===== src/rtl/rdal_pkg.sv =====
package rdal_pkg;
  // Fabric cycles the enable must span for the selected burst.
  function automatic int burst_cycles(input logic bl8);
    return bl8 ? 4 : 2;
  endfunction
endpackage


===== src/rtl/rdal_lat_gen.sv =====
module rdal_lat_gen #(
  parameter int CL_MAX = 6,
  localparam int CL_W = $clog2(CL_MAX + 1)
) (
  input  logic            clk,
  input  logic            rst,
  input  logic            rd_cmd,
  input  logic [CL_W-1:0] cas_lat,
  input  logic            burst8,
  output logic            raw_en
);
  // cmd_hist[k] is high when a Read was issued k+1 cycles ago
  logic [CL_MAX-2:0] cmd_hist;
  logic [1:0]        remain;
  logic              start;

  always_comb begin
    start = 1'b0;
    for (int k = 0; k <= CL_MAX - 2; k++) begin
      if (cas_lat == CL_W'(k + 2)) start = cmd_hist[k];
    end
  end

  always_ff @(posedge clk) begin
    if (rst) begin
      cmd_hist <= '0;
      remain   <= '0;
      raw_en   <= 1'b0;
    end else begin
      cmd_hist <= {cmd_hist[CL_MAX-3:0], rd_cmd};
      if (start) begin
        remain <= 2'(rdal_pkg::burst_cycles(burst8) - 1);
        raw_en <= 1'b1;
      end else if (remain != 2'd0) begin
        remain <= remain - 2'd1;
        raw_en <= 1'b1;
      end else begin
        raw_en <= 1'b0;
      end
    end
  end
endmodule


===== src/rtl/rdal_dly_chain.sv =====
module rdal_dly_chain #(
  parameter int DLY_MAX = 7
) (
  input  logic             clk,
  input  logic             rst,
  input  logic             raw_en,
  output logic [DLY_MAX+1:0] taps
);
  // One extra stage beyond the last usable tap feeds edge detection.
  logic [DLY_MAX+1:1] stage;

  always_ff @(posedge clk) begin
    if (rst) stage <= '0;
    else     stage <= {stage[DLY_MAX:1], raw_en};
  end

  assign taps = {stage, raw_en};
endmodule


===== src/rtl/rdal_lane_cal.sv =====
module rdal_lane_cal #(
  parameter int         DLY_MAX  = 7,
  parameter logic [7:0] PAT_RISE = 8'hA5,
  parameter logic [7:0] PAT_FALL = 8'h5A,
  localparam int DLY_W = $clog2(DLY_MAX + 1)
) (
  input  logic               clk,
  input  logic               rst,
  input  logic [DLY_MAX+1:0] taps,
  input  logic               cal_go,
  input  logic [7:0]         rise_byte,
  input  logic [7:0]         fall_byte,
  output logic               rden,
  output logic [DLY_W-1:0]   dly,
  output logic               ok,
  output logic               bad
);
  logic [DLY_W-1:0] cand;
  logic             busy;
  logic             probe_q;
  logic             tap_cur;
  logic             tap_nxt;
  logic             match;

  always_comb begin
    tap_cur = 1'b0;
    tap_nxt = 1'b0;
    for (int i = 0; i <= DLY_MAX; i++) begin
      if (cand == DLY_W'(i)) begin
        tap_cur = taps[i];
        tap_nxt = taps[i+1];
      end
    end
  end

  assign match = (rise_byte == PAT_RISE) && (fall_byte == PAT_FALL);

  always_ff @(posedge clk) begin
    if (rst) begin
      cand    <= '0;
      busy    <= 1'b0;
      probe_q <= 1'b0;
      ok      <= 1'b0;
      bad     <= 1'b0;
      rden    <= 1'b0;
    end else begin
      rden    <= tap_cur;
      // first cycle of the candidate window, registered to line up with rden
      probe_q <= busy & tap_cur & ~tap_nxt;
      if (cal_go) begin
        busy <= 1'b1;
        cand <= '0;
      end else if (busy && probe_q) begin
        if (match) begin
          ok   <= 1'b1;
          busy <= 1'b0;
        end else if (cand == DLY_W'(DLY_MAX)) begin
          bad  <= 1'b1;
          busy <= 1'b0;
        end else begin
          cand <= cand + 1'b1;
        end
      end
    end
  end

  assign dly = cand;

  p_lock_hold_r6: assert property (@(posedge clk) disable iff (rst)
    ok |=> (ok && $stable(cand)));
  p_fail_at_last_r7: assert property (@(posedge clk) disable iff (rst)
    $rose(bad) |-> (cand == DLY_W'(DLY_MAX)));
  p_ok_bad_excl_r7: assert property (@(posedge clk) disable iff (rst)
    !(ok && bad));
endmodule


===== src/rtl/rd_valid_align.sv =====
module rd_valid_align #(
  parameter int         NUM_BYTES = 2,
  parameter int         CL_MAX    = 6,
  parameter int         DLY_MAX   = 7,
  parameter logic [7:0] PAT_RISE  = 8'hA5,
  parameter logic [7:0] PAT_FALL  = 8'h5A,
  localparam int CL_W  = $clog2(CL_MAX + 1),
  localparam int DLY_W = $clog2(DLY_MAX + 1)
) (
  input  logic                     clk,
  input  logic                     rst,
  input  logic                     rd_cmd,
  input  logic [CL_W-1:0]          cas_lat,
  input  logic                     burst8,
  input  logic                     cal_start,
  input  logic [8*NUM_BYTES-1:0]   rd_rise,
  input  logic [8*NUM_BYTES-1:0]   rd_fall,
  output logic [NUM_BYTES-1:0]     rden_byte,
  output logic [NUM_BYTES*DLY_W-1:0] cal_dly,
  output logic                     cal_done,
  output logic                     cal_err
);
  logic               raw_en;
  logic [DLY_MAX+1:0] taps;
  logic               cal_used;
  logic               cal_go;
  logic [NUM_BYTES-1:0] lane_ok;
  logic [NUM_BYTES-1:0] lane_bad;

  rdal_lat_gen #(.CL_MAX(CL_MAX)) u_lat (
    .clk(clk), .rst(rst), .rd_cmd(rd_cmd), .cas_lat(cas_lat),
    .burst8(burst8), .raw_en(raw_en)
  );

  rdal_dly_chain #(.DLY_MAX(DLY_MAX)) u_chain (
    .clk(clk), .rst(rst), .raw_en(raw_en), .taps(taps)
  );

  // calibration is honoured once per reset
  assign cal_go = cal_start & ~cal_used;

  always_ff @(posedge clk) begin
    if (rst) begin
      cal_used <= 1'b0;
      cal_done <= 1'b0;
      cal_err  <= 1'b0;
    end else begin
      if (cal_go) cal_used <= 1'b1;
      cal_done <= &lane_ok;
      cal_err  <= |lane_bad;
    end
  end

  for (genvar b = 0; b < NUM_BYTES; b++) begin : g_lane
    rdal_lane_cal #(
      .DLY_MAX(DLY_MAX), .PAT_RISE(PAT_RISE), .PAT_FALL(PAT_FALL)
    ) u_lane (
      .clk(clk), .rst(rst), .taps(taps), .cal_go(cal_go),
      .rise_byte(rd_rise[8*b +: 8]), .fall_byte(rd_fall[8*b +: 8]),
      .rden(rden_byte[b]), .dly(cal_dly[DLY_W*b +: DLY_W]),
      .ok(lane_ok[b]), .bad(lane_bad[b])
    );
  end

  p_done_sticky_r6: assert property (@(posedge clk) disable iff (rst)
    cal_done |=> cal_done);
  p_err_blocks_done_r7: assert property (@(posedge clk) disable iff (rst)
    cal_err |-> !cal_done);
endmodule


===== config.mk =====
export PLATFORM = sky130hd
export DESIGN_NAME = rd_valid_align
export DESIGN_NICKNAME = d
export VERILOG_FILES = /design/src/rtl/rdal_pkg.sv /design/src/rtl/rdal_lat_gen.sv /design/src/rtl/rdal_dly_chain.sv /design/src/rtl/rdal_lane_cal.sv /design/src/rtl/rd_valid_align.sv
export SDC_FILE = /design/constraint.sdc
export NUM_CORES = 1
export LEC_CHECK = 0
export BUFFER_PORTS_ARGS = -buffer_cell sky130_fd_sc_hd__buf_2
export CAP_MARGIN = 0
export CORE_MARGIN = 8
export CORE_UTILIZATION = 47
export DETAILED_ROUTE_END_ITERATION = 8
export HOLD_SLACK_MARGIN = 0.15
export MAX_ROUTING_LAYER = met4
export PLACE_DENSITY_LB_ADDON = 0.1
export SLEW_MARGIN = 20
export SYNTH_ARGS = -nofsm -noshare
export SYNTH_HDL_FRONTEND = slang
export SYNTH_SLANG_ARGS = --single-unit

===== constraint.sdc =====
create_clock -name clk -period 1.9 [get_ports clk]
set_clock_uncertainty 0.1 [all_clocks]
set_input_delay 0.38 -clock clk [delete_from_list [all_inputs] [get_ports clk]]
set_output_delay 0.38 -clock clk [all_outputs]
set_load 0.02 [all_outputs]

After elaboration in Yosys (flattened, before gate mapping)
Index checks and enable logic that the tools add are counted.
Storage, ports and cells
  bits of input ports: 40
  word-level logic and storage cells: 132
  bits in registers: 35
Cells by class
  multiplexer cells: 50
  $add $sub $neg: 4
  equal/unequal tests: 23
  bitwise operators: 13
  reduce and logical (&&, ||, !) cells: 23
Operator list (number)
  $mux W1: 47
  $eq A3 B3 Y1 const B: 11
  $eq A3 B2 Y1 const B: 6
  $eq A8 B7 Y1 const B: 2
  $eq A8 B8 Y1 const B: 2
  $reduce_and A3 Y1: 4
  $not A1 Y1: 8
  $reduce_and A4 Y1: 2
  $reduce_bool A2 Y1: 4
  $add A3 B1 Y3 const B: 2
  $eq A3 B1 Y1 const B: 2
  $logic_not A3 Y1: 2
  $mux W2: 3
  $reduce_and A2 Y1: 3
  $reduce_bool A3 Y1: 2
  $and A1 B1 Y1: 5
  $logic_and A1 B1 Y1: 4
  $reduce_or A2 Y1: 2
  $sub A2 B1 Y2 const B: 1
  $sub A2 B2 Y2 const B: 1

Longest topological paths before layout
  depth after elaboration: 11
  mapped depth: 8

Modules after synthesis
From an unflattened synthesis, not the netlist that was laid out.
Second synthesis, totals
  cells, all modules: 200
  area total of the unflattened synthesis: 1925.6 um2
By module, submodules not included
  rdal_lane_cal: area each 664.4 um2, times used 2, sequential area each 160.2 um2, cells each 74
  rdal_lat_gen: area each 284.0 um2, times used 1, sequential area each 160.2 um2, cells each 28
  rdal_dly_chain: area each 217.7 um2, times used 1, sequential area each 160.2 um2, cells each 17
  rd_valid_align: area each 95.1 um2, times used 1, sequential area each 60.1 um2, cells each 7

Worst setup path after synthesis
No wires, ideal clock.
  path kind: reg-to-reg
  start point: reg g_lane[0].u_lane.cand[0]
  end point: reg g_lane[0].u_lane.probe_q
  path slack: -0.074 ns
  data required time: 1.684 ns
  data arrival time: 1.759 ns
  cell stages (with the launch flop): 8
  library setup time: 0.116 ns
  period minus slack after synthesis: 1.974 ns
  path buffers: 1
  path through: dfxtp_1 -> inv_1 -> ha_1 -> clkbuf_1 -> nor2b_1 -> a2111oi_0 -> o221ai_1 -> and3_1
Between the ends
  cells in the longest elaborated chain, start to end: 11
  elaborated cells between the ends (all ways): 27
  classes of those cells: eq/ne (7); mux (16); bitwise (3); reduce/logical (1)
Ends and longest elaborated chain
  from (decl): RTL line rdal_lane_cal.sv:18  | logic [DLY_W-1:0] cand;
  from (signal assigned): RTL line rdal_lane_cal.sv:61  | cand <= cand + 1'b1;
  $logic_not A3 Y1: RTL line rdal_lane_cal.sv:29  | if (cand == DLY_W'(i)) begin
  $mux W1 (8 in a row): RTL line rdal_lane_cal.sv:29
  $and A1 B1 Y1 or $not A1 Y1 (tied branches): RTL line rdal_lane_cal.sv:49  | probe_q <= busy & tap_cur & ~tap_nxt;
  $and A1 B1 Y1 (*): RTL line rdal_lane_cal.sv:49
  to (signal assigned): RTL line rdal_lane_cal.sv:49
  to (decl): RTL line rdal_lane_cal.sv:20  | logic probe_q;
Mark *: on every way between the ends. The rest lies on a longest branch, timed or not.
A chain may end at the register's enable or synchronous reset.

Final worst setup path
Ends and elaborated chain as after synthesis.

==> results.json <==
{
  "n_fill_cell": 350,
  "final_cell_mix": "buf_2 (49), dfxtp_1 (32), nor2_1 (23)",
  "synth-compound-area-share_pct": 16.3,
  "grt_start_max_net_pins": 16,
  "grt_overflow": 0,
  "syn_area_um2": 1810,
  "power.density_nw_per_um2": 722,
  "p_int_w": 0.00119,
  "drive_gt1_share_pct": 27.4,
  "avgSynthCellArea_um2": 8.57,
  "htree_levels": 2,
  "p_comb_share_pct": 16.6,
  "arrival_ns": 1.86,
  "place.gp.congestion": 0.830,
  "fmax_mhz": 563,
  "cp_num_buf_inv": 1,
  "tns_ns": 0,
  "dp_hpwl_um": 3130,
  "syn_to_final_growth_pct": 24.1,
  "rsz0062_at_grt": "true",
  "synth-simple-area-share_pct": 25.9,
  "ys_seq_area_share_pct": 38.7,
  "via_count": 1633,
  "fin_crit_sh_pct": 93.5,
  "post_drt_via_cell_ratio": 5.14,
  "die-area_um2": 6090,
  "worstReg2RegEnd": "g_lane[0].u_lane.probe_q$_SDFF_PP0_",
  "regArea_um2": 704,
  "crit_fanout": 6,
  "post_cts_buffers": 0,
  "clkSinkCount": 35,
  "die_x_um": 78.0,
  "utilization_pct": 60.9,
  "ys_types": 35,
  "status": "finished clean",
  "wl_per_cell_um": 12.5,
  "finalMaxSlewViolations": 0,
  "hold_path_end": "u_lat.cmd_hist[0]$_SDFF_PP0_",
  "startpoint_type": "flop",
  "cp.required_ns": 1.98,
  "drt_iter0_markers": 74,
  "grtUsageTotal_pct": 13.8,
  "switching_share_pct": 26.7,
  "path_class": "flop to flop",
  "tightestPinTransition_ns": 0.351,
  "final_area_um2": 2240,
  "slew_headroom_pct": 76.0,
  "drc": 0,
  "yosys_warnings": 0,
  "cts_tree": "done",
  "drt-total-wl_um": 3960,
  "power.switching_w": 0.000433,
  "multi_input_area_um2": 1030,
  "path_cells": "inv_1 -> ha_1 -> nor2b_1 -> a2111oi_0 -> o221ai_1 -> and3_1",
  "synthCells": 211,
  "period_needed_ns": 1.78,
  "start_util_pct": 49.1,
  "cts_made_buffers": 5,
  "num_rows": 22,
  "r2r_cells": 6,
  "cp-end-kind": "flop",
  "fin_nets": 322,
  "slowest_delay_ns": 0.38,
  "synth_top_family_by_area": "simple AND/OR/NAND/NOR gates",
  "synthMuxAreaShare_pct": 4.08,
  "slowest_stage": "a2111oi_0",
  "yosys.area_share.xor_xnor_pct": 1.45,
  "r2r_start": "g_lane[0].u_lane.dly[0]$_SDFFE_PP0P_",
  "hp-class": "input pin to flop",
  "synth_fa_ha_area_share_pct": 8.99,
  "grt_pass1_vias": 1602,
  "core_um2": 3690,
  "clkLatencyLatePin_ns": 0.28,
  "synth_seq_cells": 35,
  "mostFrequentLayoutCell": "buf_2",
  "hold_path_depth": 2,
  "boundaryPins": 50,
  "holdCritStartpoint": "rd_cmd",
  "die_y_um": 78.0,
  "antenna_found_initial": 0,
  "grt_pass1_wl_um": 6840,
  "placed_cell_area_um2": 2150,
  "ir_drop_mv": 0.468,
  "setup_viol": 0,
  "reg2reg_setup_slack_ns": 0.12,
  "clock_path_buffers": 2,
  "ant_nets": 0,
  "io_buffers": 49,
  "clk_pin_slew_ns": 0.07,
  "cap_violations": 0,
  "diodes": 0,
  "power_frac_seq_pct": 51.4,
  "ctsRootBufferMaster": "clkbuf_8",
  "p_clk_share_pct": 32.0,
  "power_leakage_nw": 0.966,
  "dr.pass1.iters": 4,
  "crit_family": "compound AO/OA/AOI/OAI gates",
  "syn_nets": 264,
  "hold_viol_final": 0
}
==> through the flow <==
stage                     hold slack, ns  total power [W]  cells  worst slack (ns)
after floorplan                    0.309          0.00104    211            0.0373
after global placement             0.328          0.00111    310             0.125
after detailed placement           0.321          0.00112    310             0.111
after CTS                          0.199          0.00165    318             0.110
after global routing               0.210          0.00172    318         -0.000571
final                              0.207          0.00162    318             0.123
==> routing by layer <==
| layer | track usage, % | vias up | part of all wire [%] | routed length (um) |
|---|---|---|---|---|
| met1 | 17.5 | 729 | 51 | 2020 |
| met4 | 2.78 | 0 | 0.18 | 7 |
| met5 | - | - | 0 | 0 |
| li1 | - | 846 | - | - |
| met3 | 5.01 | 2 | 5.5 | 217 |
| met2 | 20.5 | 56 | 43 | 1720 |
==> how the worst max path moves through the flow <==
stage,startpoint,to,cells after the start
after detailed placement,g_lane[0].u_lane.dly[0]$_SDFFE_PP0P_,g_lane[0].u_lane.probe_q$_SDFF_PP0_,6
after global routing,g_lane[1].u_lane.dly[0]$_SDFFE_PP0P_,g_lane[1].u_lane.probe_q$_SDFF_PP0_,7
after global placement,g_lane[0].u_lane.dly[1]$_SDFFE_PP0P_,g_lane[0].u_lane.probe_q$_SDFF_PP0_,6
after CTS,g_lane[0].u_lane.dly[0]$_SDFFE_PP0P_,g_lane[0].u_lane.probe_q$_SDFF_PP0_,6
final,g_lane[0].u_lane.dly[0]$_SDFFE_PP0P_,g_lane[0].u_lane.probe_q$_SDFF_PP0_,6
after floorplan,g_lane[0].u_lane.dly[0]$_SDFFE_PP0P_,g_lane[0].u_lane.probe_q$_SDFF_PP0_,7
==> flip-flops by register name, summed over array words and instances, names as in the netlist <==
| register | cells |
|---|---|
| u_chain.stage | 8 |
| g_lane.u_lane.dly | 6 |
| u_lat.cmd_hist | 5 |
| g_lane.u_lane.bad | 2 |
| g_lane.u_lane.busy | 2 |
| g_lane.u_lane.ok | 2 |
| g_lane.u_lane.probe_q | 2 |
| g_lane.u_lane.rden | 2 |
| u_lat.remain | 2 |
| cal_done | 1 |
| cal_err | 1 |
| cal_used | 1 |
| u_lat.raw_en | 1 |
==> area by class of cell <==
type	instances	area share [%]
Multi-Input combinational cell	156	46.0
Sequential cell	35	31.4
Timing Repair Buffer	58	13.9
Clock buffer	6	3.23
Tap cell	48	2.68
Inverter	13	2.17
Clock inverter	2	0.557
==> logic make-up (layout without fill, tap and decap cells) <==
logic type	Yosys count	after routing
flip-flops	35	35
buffers and inverters	20	79
XOR/XNOR	3	3
adder cells (fa/ha/maj)	13	13
AO/OA/AOI/OAI	49	49
AND/OR/NAND/NOR	84	84
multiplexers	7	7
==> repair_timing <==
item / 4_1_cts / 5_1_grt
setup endpoints to repair: 0 / 2
resized for setup: 0 / 5
hold buffers: 0 / 0
==> power by group through the flow <==
stage          logic (W)  registers [W]  clock network, W
2_1_floorplan   0.000203       0.000837                 0
3_3_place_gp    0.000263       0.000849                 0
3_5_place_dp    0.000272       0.000849                 0
4_1_cts         0.000272       0.000833          0.000541
5_1_grt         0.000303       0.000839          0.000575
6_report        0.000270       0.000832          0.000519
==> cell usage after synthesis <==
cell / count / share of area (%)
dfxtp_1: 35 / 39
nor2_1: 23 / 4.8
a21oi_1: 21 / 5.8
nand2_1: 19 / 3.9
nor2b_1: 17 / 5.9
ha_1: 13 / 9.0
inv_1: 13 / 2.7
o21ai_0: 9 / 2.5
nor4bb_1: 8 / 4.4
clkbuf_1: 5 / 1.0
mux2i_1: 4 / 2.2
nand2b_1: 4 / 1.4
o31ai_1: 4 / 1.7
a31oi_1: 3 / 1.0
a211oi_1: 2 / 0.83
a21boi_0: 2 / 0.83
a22o_1: 2 / 0.97
and4_1: 2 / 0.97
buf_4: 2 / 0.83
mux2_1: 2 / 1.2
nand3b_1: 2 / 0.83
nor3_1: 2 / 0.55
nor3b_1: 2 / 0.83
o22ai_1: 2 / 0.69
or3_4: 2 / 1.2
xnor2_1: 2 / 0.97
a2111oi_0: 1 / 0.48
a31o_2: 1 / 0.48
and3_1: 1 / 0.35
mux2_2: 1 / 0.62
nand3_1: 1 / 0.28
nand4b_1: 1 / 0.48
o221ai_1: 1 / 0.48
o32ai_1: 1 / 0.48
xor2_1: 1 / 0.48
Note: power is estimated with default switching activity, not from simulation.
